**src/rtl/rmx_pkg.sv**
```systemverilog
package rmx_pkg;

  localparam int SEL_W  = 6;
  localparam int WORD_W = 32;

  localparam logic [SEL_W-1:0] CODE_HIGH = 6'h38;
  localparam logic [SEL_W-1:0] CODE_LOW  = 6'h30;

  // Configuration word layout: route at bit 7, invert at bit 6, select at 5:0
  typedef struct packed {
    logic             route;
    logic             inv;
    logic [SEL_W-1:0] sel;
  } rmx_cfg_t;

  localparam int CFG_W = $bits(rmx_cfg_t);

  localparam rmx_cfg_t CFG_RESET = '{route: 1'b0, inv: 1'b0, sel: '0};

  typedef enum logic [1:0] {
    SRC_PIN  = 2'd0,
    SRC_HIGH = 2'd1,
    SRC_LOW  = 2'd2,
    SRC_NONE = 2'd3
  } rmx_src_e;

  // Sort a select code into its source kind for a given pin count
  function automatic rmx_src_e rmx_classify(logic [SEL_W-1:0] s, int unsigned npin);
    rmx_src_e k;
    if (32'(s) < npin)       k = SRC_PIN;
    else if (s == CODE_HIGH) k = SRC_HIGH;
    else if (s == CODE_LOW)  k = SRC_LOW;
    else                     k = SRC_NONE;
    return k;
  endfunction

  // Level driven by a non-pin source kind
  function automatic logic rmx_level(rmx_src_e k);
    return (k == SRC_HIGH);
  endfunction

  // Inversion stage applied after selection
  function automatic logic rmx_shape(logic raw, logic inv);
    return raw ^ inv;
  endfunction

  function automatic logic [WORD_W-1:0] rmx_pack(rmx_cfg_t c);
    return {{(WORD_W-CFG_W){1'b0}}, c};
  endfunction

  function automatic rmx_cfg_t rmx_unpack(logic [CFG_W-1:0] w);
    return rmx_cfg_t'(w);
  endfunction

endpackage

```
**src/rtl/rmx_addr_dec.sv**
```systemverilog
module rmx_addr_dec #(
  parameter int          NUM_SIG   = 16,
  parameter int          ADDR_W    = 12,
  parameter int          IDX_W     = 4,
  parameter logic [11:0] BASE_ADDR = 12'h130
) (
  input  logic [ADDR_W-1:0] addr,
  output logic              hit,
  output logic [IDX_W-1:0]  idx
);

  localparam int WORD_SPAN = NUM_SIG * 4;

  logic [ADDR_W-1:0] base_w;
  logic [ADDR_W-1:0] offset;
  logic              above_base;
  logic              aligned;
  logic              in_span;

  assign base_w     = ADDR_W'(BASE_ADDR);
  assign above_base = (addr >= base_w);
  assign offset     = addr - base_w;
  assign aligned    = (offset[1:0] == 2'b00);
  assign in_span    = (32'(offset) < WORD_SPAN);
  assign hit        = above_base && aligned && in_span;
  assign idx        = offset[IDX_W+1:2];

  // a hit must always point at an existing configuration word
  always_comb begin
    if (hit) begin
      AST_IDX_IN_RANGE: assert (32'(idx) < NUM_SIG);
    end
  end

endmodule

```
**src/rtl/rmx_cfg_bank.sv**
```systemverilog
module rmx_cfg_bank
  import rmx_pkg::*;
#(
  parameter int NUM_SIG = 16,
  parameter int IDX_W   = 4
) (
  input  logic                    clk,
  input  logic                    rst_n,
  input  logic                    we,
  input  logic                    re,
  input  logic                    hit,
  input  logic [IDX_W-1:0]        idx,
  input  logic [WORD_W-1:0]       wdata,
  output logic [WORD_W-1:0]       rdata,
  output rmx_cfg_t [NUM_SIG-1:0]  cfg_q
);

  logic                    wr_hit;
  logic                    rd_hit;
  rmx_cfg_t                wr_word;
  logic [NUM_SIG-1:0]      wr_sel;
  logic                    unused_wdata_hi;

  assign wr_hit          = we && hit;
  assign rd_hit          = re && hit;
  assign wr_word         = rmx_unpack(wdata[CFG_W-1:0]);
  assign unused_wdata_hi = ^wdata[WORD_W-1:CFG_W];

  generate
    for (genvar g = 0; g < NUM_SIG; g++) begin : g_word
      assign wr_sel[g] = wr_hit && (idx == IDX_W'(g));

      always_ff @(posedge clk or negedge rst_n) begin
        if (!rst_n)         cfg_q[g] <= CFG_RESET;
        else if (wr_sel[g]) cfg_q[g] <= wr_word;
      end
    end
  endgenerate

  always_ff @(posedge clk or negedge rst_n) begin
    if (!rst_n)      rdata <= '0;
    else if (re)     rdata <= rd_hit ? rmx_pack(cfg_q[idx]) : '0;
  end

  AST_WR_ONEHOT: assert property (@(posedge clk) disable iff (!rst_n)
    $onehot0(wr_sel));

  AST_WR_LANDS: assert property (@(posedge clk) disable iff (!rst_n)
    wr_hit |=> (cfg_q[$past(idx)] == $past(wr_word)));

  AST_NO_STRAY_WRITE: assert property (@(posedge clk) disable iff (!rst_n)
    !wr_hit |=> $stable(cfg_q));

  AST_RD_MISS_ZERO: assert property (@(posedge clk) disable iff (!rst_n)
    (re && !hit) |=> (rdata == '0));

  AST_RD_HIGH_ZERO: assert property (@(posedge clk) disable iff (!rst_n)
    re |=> (rdata[WORD_W-1:CFG_W] == '0));

  AST_RD_HOLD: assert property (@(posedge clk) disable iff (!rst_n)
    !re |=> $stable(rdata));

endmodule

```
**src/rtl/rmx_sig_route.sv**
```systemverilog
module rmx_sig_route
  import rmx_pkg::*;
#(
  parameter int NUM_SIG = 16,
  parameter int NUM_PIN = 40
) (
  input  logic                   clk,
  input  logic                   rst_n,
  input  rmx_cfg_t [NUM_SIG-1:0] cfg_q,
  input  logic [NUM_PIN-1:0]     pin_in,
  input  logic [NUM_SIG-1:0]     direct_in,
  output logic [NUM_SIG-1:0]     periph_in
);

  // Pin multiplexer written as a compare loop so that out-of-range codes read nothing
  function automatic logic pick_pin(logic [NUM_PIN-1:0] pins, logic [SEL_W-1:0] s);
    logic v;
    v = 1'b0;
    for (int p = 0; p < NUM_PIN; p++) begin
      if (s == SEL_W'(p)) v = pins[p];
    end
    return v;
  endfunction

  generate
    for (genvar g = 0; g < NUM_SIG; g++) begin : g_sig
      rmx_src_e src_kind;
      logic     pin_val;
      logic     raw_val;
      logic     matrix_val;
      logic     via_matrix;

      assign src_kind   = rmx_classify(cfg_q[g].sel, NUM_PIN);
      assign pin_val    = pick_pin(pin_in, cfg_q[g].sel);
      assign raw_val    = (src_kind == SRC_PIN) ? pin_val : rmx_level(src_kind);
      assign matrix_val = rmx_shape(raw_val, cfg_q[g].inv);
      assign via_matrix = cfg_q[g].route;
      assign periph_in[g] = via_matrix ? matrix_val : direct_in[g];

      AST_PIN_PATH: assert property (@(posedge clk) disable iff (!rst_n)
        (via_matrix && (32'(cfg_q[g].sel) < NUM_PIN))
          |-> (periph_in[g] == (pin_in[cfg_q[g].sel] ^ cfg_q[g].inv)));

      AST_CONST_HIGH: assert property (@(posedge clk) disable iff (!rst_n)
        (via_matrix && (cfg_q[g].sel == CODE_HIGH))
          |-> (periph_in[g] == !cfg_q[g].inv));

      AST_CONST_LOW: assert property (@(posedge clk) disable iff (!rst_n)
        (via_matrix && (cfg_q[g].sel == CODE_LOW))
          |-> (periph_in[g] == cfg_q[g].inv));

      AST_UNUSED_CODE: assert property (@(posedge clk) disable iff (!rst_n)
        (via_matrix && (src_kind == SRC_NONE))
          |-> (periph_in[g] == cfg_q[g].inv));

      AST_BYPASS: assert property (@(posedge clk) disable iff (!rst_n)
        !via_matrix |-> (periph_in[g] == direct_in[g]));
    end
  endgenerate

endmodule

```
**src/rtl/rmx_input_matrix.sv**
```systemverilog
module rmx_input_matrix
  import rmx_pkg::*;
#(
  parameter int          NUM_SIG   = 16,
  parameter int          NUM_PIN   = 40,
  parameter int          ADDR_W    = 12,
  parameter logic [11:0] BASE_ADDR = 12'h130
) (
  input  logic               clk,
  input  logic               rst_n,
  input  logic               cfg_we,
  input  logic               cfg_re,
  input  logic [ADDR_W-1:0]  cfg_addr,
  input  logic [31:0]        cfg_wdata,
  output logic [31:0]        cfg_rdata,
  input  logic [NUM_PIN-1:0] pin_in,
  input  logic [NUM_SIG-1:0] direct_in,
  output logic [NUM_SIG-1:0] periph_in
);

  localparam int IDX_W = (NUM_SIG > 1) ? $clog2(NUM_SIG) : 1;

  logic                   addr_hit;
  logic [IDX_W-1:0]       addr_idx;
  rmx_cfg_t [NUM_SIG-1:0] cfg_q;

  rmx_addr_dec #(
    .NUM_SIG  (NUM_SIG),
    .ADDR_W   (ADDR_W),
    .IDX_W    (IDX_W),
    .BASE_ADDR(BASE_ADDR)
  ) u_dec (
    .addr(cfg_addr),
    .hit (addr_hit),
    .idx (addr_idx)
  );

  rmx_cfg_bank #(
    .NUM_SIG(NUM_SIG),
    .IDX_W  (IDX_W)
  ) u_bank (
    .clk  (clk),
    .rst_n(rst_n),
    .we   (cfg_we),
    .re   (cfg_re),
    .hit  (addr_hit),
    .idx  (addr_idx),
    .wdata(cfg_wdata),
    .rdata(cfg_rdata),
    .cfg_q(cfg_q)
  );

  rmx_sig_route #(
    .NUM_SIG(NUM_SIG),
    .NUM_PIN(NUM_PIN)
  ) u_route (
    .clk      (clk),
    .rst_n    (rst_n),
    .cfg_q    (cfg_q),
    .pin_in   (pin_in),
    .direct_in(direct_in),
    .periph_in(periph_in)
  );

  // the first cycle out of reset sees every signal on its direct path
  AST_RESET_BYPASS: assert property (@(posedge clk) disable iff (!rst_n)
    $rose(rst_n) |-> (periph_in == direct_in));

endmodule

```
**config.mk**
```make
export PLATFORM = sky130hd
export DESIGN_NAME = rmx_input_matrix
export DESIGN_NICKNAME = d
export VERILOG_FILES = /design/src/rtl/rmx_pkg.sv /design/src/rtl/rmx_addr_dec.sv /design/src/rtl/rmx_cfg_bank.sv /design/src/rtl/rmx_sig_route.sv /design/src/rtl/rmx_input_matrix.sv
export SDC_FILE = /design/constraint.sdc
export NUM_CORES = 1
export LEC_CHECK = 0
export BUFFER_PORTS_ARGS = -buffer_cell sky130_fd_sc_hd__buf_2
export CORE_MARGIN = 2
export CORE_UTILIZATION = 25
export CTS_BUF_LIST = sky130_fd_sc_hd__clkbuf_16
export DETAILED_ROUTE_END_ITERATION = 6
export GPL_ROUTABILITY_DRIVEN = 0
export GPL_TIMING_DRIVEN = 0
export HOLD_SLACK_MARGIN = 0.03
export PLACE_DENSITY = 0.37
export SKIP_CTS_REPAIR_TIMING = 1
export SLEW_MARGIN = 0
export SYNTH_ARGS = -nofsm -noshare
export SYNTH_HDL_FRONTEND = slang
export SYNTH_HIERARCHICAL = 1
export SYNTH_SLANG_ARGS = --single-unit
```
**constraint.sdc**
```tcl
create_clock -name clk -period 2.5 [get_ports clk]
set_input_delay 0.375 -clock clk [delete_from_list [all_inputs] [get_ports clk]]
set_output_delay 0.375 -clock clk [all_outputs]
set_load 0.05 [all_outputs]
```
# After elaboration in Yosys (flattened, before gate mapping)
# Index checks and enable logic that the tools add are counted.
# Widths: inputs -> output; s select.
[word_totals]
register_bits = 160
inputBits = 104
output_inout_bits = 48
word_cells = 1549
[op_classes]
n_addsub = 1
order_cmp = 19
n_eq_ne = 687
mux = 723
bitwise = 16
reduce_logical = 54
[op_table]
columns = ["operator", "n"]
rows = [
  ["$eq 6x5->1 const B", 256],
  ["$eq 6x6->1 const B", 160],
  ["$eq 6x4->1 const B", 128],
  ["$mux 1", 688],
  ["$eq 6x3->1 const B", 64],
  ["$eq 6x2->1 const B", 32],
  ["$eq 6x1->1 const B", 16],
  ["$logic_not 6->1", 16],
  ["$lt 6x6->1 const B", 16],
  ["$mux 2", 32],
  ["$logic_not 2->1", 17],
  ["$bmux 8 s4", 1],
  ["$eq 2x1->1 const B", 16],
  ["$eq 4x4->1 const B", 8],
  ["$logic_and 1x1->1", 20],
  ["$eq 4x3->1 const B", 4],
  ["$mux 8", 2],
  ["$xor 1x1->1", 16],
  ["$ge 12x9->1 const B", 1],
  ["$lt 12x7->1 const B", 1],
  ["$sub 12x9->12 const B", 1],
  ["$eq 4x2->1 const B", 2],
  ["$lt 4x5->1 const B", 1],
  ["$eq 4x1->1 const B", 1],
  ["$logic_not 4->1", 1],
]

# Logic depth before layout (Yosys ltp)
# Gate-level depths: netlist of the first run.
[logic_depth]
ltp_word = 44
depth_mapped = 11
mapped_depth_nobuf = 8

# Modules after synthesis
# Netlist of the first run, hierarchy kept.
[by_module_without_submodules]
columns = ["module", "instances", "cells_per_inst", "area_per_inst_um2", "seq_area_each_um2"]
rows = [
  ["rmx_sig_route", 1, 1755, 11205.7, 0.0],
  ["rmx_cfg_bank", 1, 487, 6475.0, 3403.3],
  ["rmx_addr_dec", 1, 11, 86.3, 0.0],
]

# Worst setup path before layout of the first run
# OpenSTA, ideal clock, no wires.
[synth_timing]
path_kind = "flip-flop to output port"
from = "register, netlist name u_bank/cfg_q[72]"
to = "output port periph_in[9]"
t_arrival_ps = 2994
required_time_ps = 2125
slack_ps = -869
path_stages_with_launch = 11
path_buffers = 4
cell_sequence = "dfrtp_1 > buf_2 > buf_1 > buf_2 > buf_2 > nor3_1 > a31oi_1 > o21ai_0 > o21ai_0 > o22ai_1 > o311ai_1"
[synth_between]
elab_chain_len = 44
word_cells_on_any_way = 91
cone_classes = "order compare: 1; eq/ne: 42; mux: 45; bitwise: 1; reduce/logical: 2"
[synth_rtl]
columns = ["item", "line", "source"]
rows = [
  ["$logic_not 6->1", "rmx_sig_route.sv:20", "if (s == SEL_W'(p)) v = pins[p];"],
  ["$mux 1 (40 in a row)", "rmx_sig_route.sv:20", ""],
  ["$mux 1 (*)", "rmx_sig_route.sv:35", "assign raw_val = (src_kind == SRC_PIN) ? pin_val : rmx_level(src_kind);"],
  ["$xor 1x1->1 (*)", "rmx_pkg.sv:44", "return raw ^ inv;"],
  ["$mux 1 (*)", "rmx_sig_route.sv:38", "assign periph_in[g] = via_matrix ? matrix_val : direct_in[g];"],
  ["end: declaration", "rmx_input_matrix.sv:18", "output logic [NUM_SIG-1:0] periph_in"],
]
# Mark *: on every way between the ends. The rest lies on a longest branch, timed or not.

# Worst setup path after layout of the first run
[layout_timing]
from = "register, netlist name u_bank/cfg_q[65]"
to = "output port periph_in[8]"
[layout_between]
elab_chain_len = 44
word_cells_on_any_way = 91
cone_classes = "order compare: 1; eq/ne: 42; mux: 45; bitwise: 1; reduce/logical: 2"
[layout_rtl]
columns = ["item", "line"]
rows = [
  ["$logic_not 6->1", "rmx_sig_route.sv:20"],
  ["$mux 1 (40 in a row)", "rmx_sig_route.sv:20"],
  ["$mux 1 (*)", "rmx_sig_route.sv:35"],
  ["$xor 1x1->1 (*)", "rmx_pkg.sv:44"],
  ["$mux 1 (*)", "rmx_sig_route.sv:38"],
]
# Marked as above.

==> results.toml, run 1 <==
[synthesis]
yosys_warnings = 6
synth_top_area_share = 0.1915
synth_area_leaders = "dfrtp_1 19%, mux2_2 9.4%, mux2i_1 8.3%"
synth_area_um2 = 17770
postSynthCellCount = 2253
synth_edf_count = 0
syn_avg_cell_area_um2 = 7.886
synth_seq_cells = 136
ys_seq_area_frac = 0.1915
ys.flop_type = "dfrtp_1"
yosysUniqueCellTypes = 97
yosysTopAreaCell = "dfrtp_1"
async_flop_share = 1.000

[floorplan]
core_um2 = 70150
die_h_um = 270.6
dieArea_um2 = 73220
die_w_um = 270.6
ios = 152
initial_core_util = 0.2533
rows = 97

[global_routing]
grt_max_degree = 95
grtUsageTotal = 0.2677
grt_pass1_vias = 18910
gr-total-overflow = 0
antenna_found_initial = 6
grt_pass1_wl_mm = 143.2

[power]
p_sw_w = 0.002164
p_sw_frac = 0.3435
power_density_nw_per_um2 = 271.7
p_int_w = 0.004135
p_total_w = 0.006299
p_leak_nw = 8.968
irDropWorstVdd_uv = 368.6
combinationalPowerShare = 0.267
clkPwrFrac = 0.377
seq_power_share = 0.355

[detailed_routing]
ant_nets = 0
dr.first_iter.drc_count = 2313
wl_per_cell_um = 30.33
routed_wl_mm = 104.6
dr.pass1.iters = 7
drc = 1
vias = 20980
vias_per_cell = 6.084

[placement]
placed_area_um2 = 19980
numPortBuffers = 87
dp_hpwl_mm = 74.90

[setup_path]
startpoint_type = "register"
crit_path_cell_trace = "buf_6 -> mux2_2 -> o221ai_1 -> a2111oi_0 -> a221oi_2 -> o21ai_2 -> a221oi_4 -> xnor2_2 -> mux2_4 -> buf_8"
cp_slowest_cell = "a221oi_4"
worstSetupPathType = "reg2out"
arrival_ns = 3.29
max_stage_delay_ns = 0.57
end_kind = "output port"
path_delay_family = "compound AO/OA/AOI/OAI gates"
timing.rr.end = "u_bank/rdata[5]$_DFFE_PN0P_"
required_ns = 2.12
r2r_slack_ns = 0.99
reg2regPathDepth = 4
reg2reg_from = "u_bank/cfg_q[85]$_DFFE_PN0P_"
cp_max_fo = 5
cp_num_buf_inv = 2

[clock_network]
clk_latency_ns = 0.43
path_clk_slew_ns = 0.06
root_buffer = "clkbuf_16"
clock_path_buffers = 2
htree_levels = 4
clkSinkCount = 136
cts_tree = "built"
cts_made_buffers = 17

[sta]
layout_worst_path_cycle_share = 1.466
slew_headroom = 0.5172
fin_ws_ns = -1.166
setup_violations = 16
tns_ns = -14.54
hold_viol_final = 0
maxClockFrequency_ghz = 0.2728
tightestPinTransition_ns = 0.7242
fin_worst_skew_ns = 0.006190
rsz0062_at_grt = "yes"
fin_hold_ws_ns = 0.3547
slew_viol_final = 0
fin_crit_ns = 3.666

[finish]
fin_util = 0.3305
drive_gt1_frac = 0.3764
layout-area-overhead-vs-synth_pct = 30.49
num-nets-final = 2598
final_cell_area_um2 = 23180

[worst_hold_path]
hp-start = "cfg_wdata[0]"
min_path_type = "in2reg"
holdPathEnd = "u_bank/cfg_q[88]$_DFFE_PN0P_"
min_path_cells = 2

[status]
status = "finished with violations"
violations = "design-rule violations, negative setup slack"

[run]
cap_violations = 0
cells in the mapped netlist, types with 14 or more instances:
cell and n:
and3_1 16, nand2b_1 79, dfrtp_1 136, nand3b_1 32, nor3_1 42, nand2_1 124, clkbuf_1 180, mux2i_1 147
mux2_2 149, nand3_1 86, a221oi_1 20, o22ai_1 23, a21oi_1 109, nor2b_1 73, nor3b_1 16, o2111ai_1 16
o221ai_1 21, o21ai_0 144, a211oi_1 25, a31oi_1 24, buf_2 38, inv_1 59, mux4_2 22, nor2_1 139
o211ai_1 37, nand4_1 18, a22oi_1 47, a22o_1 14, nand4b_1 18, buf_1 21, o31ai_1 15, buf_4 30
worst max path at each step:
| stage | startpoint | end | cells after the start |
|---|---|---|---|
| final | u_bank/cfg_q[65]$_DFFE_PN0P_ | periph_in[8] | 10 |
| after global routing | u_bank/cfg_q[48]$_DFFE_PN0P_ | periph_in[6] | 14 |
| after CTS | pin_in[34] | periph_in[15] | 12 |
| after detailed placement | pin_in[34] | periph_in[15] | 12 |
| after global placement | pin_in[34] | periph_in[15] | 12 |
| after floorplan | u_bank/cfg_q[61]$_DFFE_PN0P_ | periph_in[7] | 9 |
registers in the layout, summed over array words and instances, names as in the netlist:
name and count:
u_bank/cfg_q 128, u_bank/rdata 8
per-stage QoR:
step | std cells | setup slack, ns
after floorplan | 2276 | -0.3416
after global placement | 3303 | -2.273
after detailed placement | 3305 | -2.227
after CTS | 3336 | -2.229
after global routing | 3445 | -1.310
final | 3449 | -1.166
layout make-up:
class                   count  area [um2]
well taps                 940        1176
multi-input cells        1807       14300
clock inverters            14       120.1
inverters                  61       251.5
diodes                      4       10.01
fillers                  7608       46970
clock buffers              17       425.4
repair buffers            198        1455
flip-flops and latches    136        3481
plain buffers             272        1963
logic make-up after synthesis:
group | count (synthesis) | share of synthesized area
AOI/OAI and AO/OA | 679 | 0.2660
xor gates and xnor gates | 13 | 0.006408
adders and majority gates | 1 | 0.0007041
buffers and inverters | 333 | 0.08063
DFF | 136 | 0.1915
muxes | 329 | 0.2138
other | 1 | 0.0002111
and+or+nand+nor | 761 | 0.2407
layer usage:
metal	track usage	share of wire
met1	0.3610	0.42
met2	0.4037	0.43
met3	0.05538	0.092
met4	0.1329	0.060
met5	0	0.00011
power groups by stage:
| stage | Sequential [W] | Clock [W] | Combinational, W |
|---|---|---|---|
| 2_1_floorplan | 0.00226 | 0 | 0.000778 |
| 3_3_place_gp | 0.00228 | 0 | 0.00150 |
| 3_5_place_dp | 0.00228 | 0 | 0.00150 |
| 4_1_cts | 0.00224 | 0.00243 | 0.00151 |
| 5_1_grt | 0.00224 | 0.00253 | 0.00171 |
| 6_report | 0.00224 | 0.00238 | 0.00168 |
cells in the final DEF, fill, tap and decap left out, types with 16 or more instances in the layout:
master / Yosys / final
nor2_1: 139 / 127
nand3_1: 86 / 83
buf_8: 0 / 16
o211ai_1: 37 / 37
a21oi_1: 109 / 91
buf_2: 38 / 105
o21ai_0: 144 / 122
mux2i_1: 147 / 142
nor3_1: 42 / 34
a22oi_1: 47 / 44
o22ai_1: 23 / 20
buf_6: 3 / 47
nor2b_1: 73 / 57
dfrtp_1: 136 / 74
nand3b_1: 32 / 32
mux2_2: 149 / 148
mux4_2: 22 / 22
dfrtp_2: 0 / 62
clkbuf_1: 180 / 21
nand2_1: 124 / 123
clkbuf_16: 0 / 18
clkbuf_2: 0 / 68
nand4b_1: 18 / 18
buf_4: 30 / 158
inv_1: 59 / 54
conb_1: 1 / 24
a31oi_1: 24 / 21
clkbuf_4: 0 / 42
o21ai_1: 8 / 21
nand2b_1: 79 / 76
nand4_1: 18 / 18
(Power assumes the default switching activity.)
==> run 2: changes to the inputs <==
--- a/config.mk
+++ b/config.mk
@@ -5,6 +5,7 @@
 export SDC_FILE = /design/constraint.sdc
 export NUM_CORES = 1
 export LEC_CHECK = 0
+export ABC_AREA = 1
 export BUFFER_PORTS_ARGS = -buffer_cell sky130_fd_sc_hd__buf_2
 export CORE_MARGIN = 2
 export CORE_UTILIZATION = 25
==> results.toml, run 2 <==
[synthesis]
synth.mux.area_fraction = 0
synthAdderAreaFrac = 0.0007208
yosysMostFrequentCell = "nand2_1"
yosysUniqueCellTypes = 39
postSynthCellCount = 3332
synth_top_family_by_area = "simple AND/OR/NAND/NOR gates"
ys.flop_type = "dfrtp_1"
yosysTopAreaCell = "nand2_1"
synthSimpleGateAreaFrac = 0.5082
syn_avg_cell_area_um2 = 5.210
synth_compound_area_frac = 0.1506
synth_seq_cells = 136
synth_top_area_share = 0.2850
synth_xor_area_frac = 0
synth_area_um2 = 17360
yosys_warnings = 6
async_flop_share = 1.000
ys_seq_area_frac = 0.1961
synth_area_leaders = "nand2_1 28%, dfrtp_1 20%, inv_1 9.9%"
synth_common_cells = "1318 x nand2_1, 460 x inv_1, 428 x nor2_1"
synth_edf_count = 0

[finish]
drive_gt1_frac = 0.2366
largest_reg_flops = 128
num-fill-cells = 7865
antenna_cells = 0
regMostFlops = "u_bank/cfg_q"
mostFrequentLayoutCells = "1221 x nand2_1, 411 x inv_1, 343 x nor2_1"
final_common_cell = "nand2_1"
num-nets-final = 3710
largestRegisters = "u_bank/cfg_q x128, u_bank/rdata x8"
layout-area-overhead-vs-synth_pct = 29.13

[setup_path]
cp_slowest_cell = "dfrtp_2"
arrival_ns = 4.08
startpoint_type = "register"
max_stage_delay_ns = 0.52
end_kind = "output port"
worstSetupPathType = "reg2out"
r2r_slack_ns = 0.87
required_ns = 2.12
cp_max_fo = 6
path_common_cell = "nand2_1"

[global_routing]
antenna_found_initial = 2
grt_pass1_wl_mm = 146.3
grt_pass1_vias = 21040
gr-total-overflow = 0
grt_max_degree = 89
grtUsageTotal = 0.2841

[detailed_routing]
routed_wl_mm = 104.4
drc = 0
ant_nets = 0
vias = 23720
dr.pass1.iters = 6
dr.first_iter.drc_count = 2570
vias_per_cell = 5.213
wl_per_cell_um = 22.95

[floorplan]
dieArea_um2 = 71560
core_um2 = 68710
die_h_um = 267.5
ios = 152
initial_core_util = 0.2527
rows = 96
die_w_um = 267.5

[clock_network]
htree_levels = 4
clk_latency_ns = 0.45
path_clk_slew_ns = 0.07
cts_made_buffers = 17
root_buffer = "clkbuf_16"
cts_tree = "built"
clkSinkCount = 136
clock_path_buffers = 2

[sta]
slew_headroom = -0.1065
maxClockFrequency_ghz = 0.2244
rsz0062_at_grt = "yes"
tightestPinTransition_ns = 1.660
setup_violations = 16
fin_worst_skew_ns = 0.01243
slew_viol_final = 11
hold_viol_final = 0
tns_ns = -28.49
fin_ws_ns = -1.957
layout_worst_path_cycle_share = 1.783
fin_crit_ns = 4.457

[placement]
numPortBuffers = 98
dp_hpwl_mm = 76.60

[status]
violations = "max-capacitance violations, max-slew violations, negative setup slack"
status = "finished with violations"

[power]
irDropWorstVdd_uv = 446.4
p_total_w = 0.006330
power_density_nw_per_um2 = 282.4
p_leak_nw = 10.23

[run]
cap_violations = 1

[worst_hold_path]
min_path_type = "in2reg"
==> run 2: changes by cell type after synthesis, moves of 115 or more <==
cell | before | now
inv_1 | 59 | 460
nand2_1 | 124 | 1318
mux2_2 | 149 | 0
nor2_1 | 139 | 428
mux2i_1 | 147 | 0
nand3_1 | 86 | 201
==> run 2: logic make-up after synthesis <==
kind of cell / count (synthesis)
compound gates: 412
fa+ha+maj: 1
buf+inv: 632
flops: 136
other cells: 1
simple gates: 2150
==> run 2: cell type report <==
cell class / count / area (um2) / area share
multi-input cells: 2587 / 12860 / 0.5737
flip-flops and latches: 136 / 3491 / 0.1557
inverters: 499 / 1934 / 0.08629
repair buffers: 231 / 1708 / 0.07619
well taps: 931 / 1165 / 0.05196
plain buffers: 133 / 676.9 / 0.03020
clock buffers: 17 / 425.4 / 0.01898
clock inverters: 15 / 156.4 / 0.006977
==> run 2: worst paths after layout <==
path,startpoint,cells past startpoint,end
max in group asynchronous,rst_n,3,u_bank/cfg_q[105]$_DFFE_PN0P_
min,cfg_re,4,u_bank/rdata[3]$_DFFE_PN0P_
max,u_bank/cfg_q[122]$_DFFE_PN0P_,40,periph_in[15]
min in group asynchronous,rst_n,2,u_bank/cfg_q[23]$_DFFE_PN0P_
max reg2reg,u_bank/cfg_q[1]$_DFFE_PN0P_,9,u_bank/rdata[1]$_DFFE_PN0P_
min reg2reg,u_bank/rdata[1]$_DFFE_PN0P_,2,u_bank/rdata[1]$_DFFE_PN0P_
==> run 2: worst max-delay path, delay by kind of cell, from the launching register on <==
kind	cells	cell delay (ns)
buffers and inverters	6	0.74
AOI/OAI and AO/OA	1	0.12
DFF	1	0.52
and+or+nand+nor	33	2.26
==> run 2: layer usage <==
metal  vias up  GRT usage  wire (um)  share of wire
met1     11240     0.3899      45690           0.44
met5         -          0         10       0.000096
met3       241    0.03595       7980          0.076
met2      1128     0.4494      45310           0.43
met4         2     0.1148       5415          0.052
li1      11100          -          -              -
==> run 2: per-stage QoR <==
step | util | std cells | area [um2] | hold slack (ns) | setup WS (ns)
floorplan | - | 3355 | 17980 | 0.07941 | -0.5470
global placement | 0.2857 | 4384 | 19630 | 0.4652 | -2.469
detailed placement | 0.2862 | 4385 | 19670 | 0.3566 | -2.470
CTS | 0.2947 | 4417 | 20250 | -0.1324 | -2.475
global route | 0.3263 | 4549 | 22420 | 0.3008 | -2.241
finish | 0.3263 | 4549 | 22420 | 0.2878 | -1.957
==> run 2: power by group <==
| part | internal (W) | switching (W) |
|---|---|---|
| combinational | 0.000325 | 0.00116 |
| sequential | 0.00221 | 0.0000287 |
| clock | 0.00147 | 0.00114 |
| total | 0.00401 | 0.00232 |
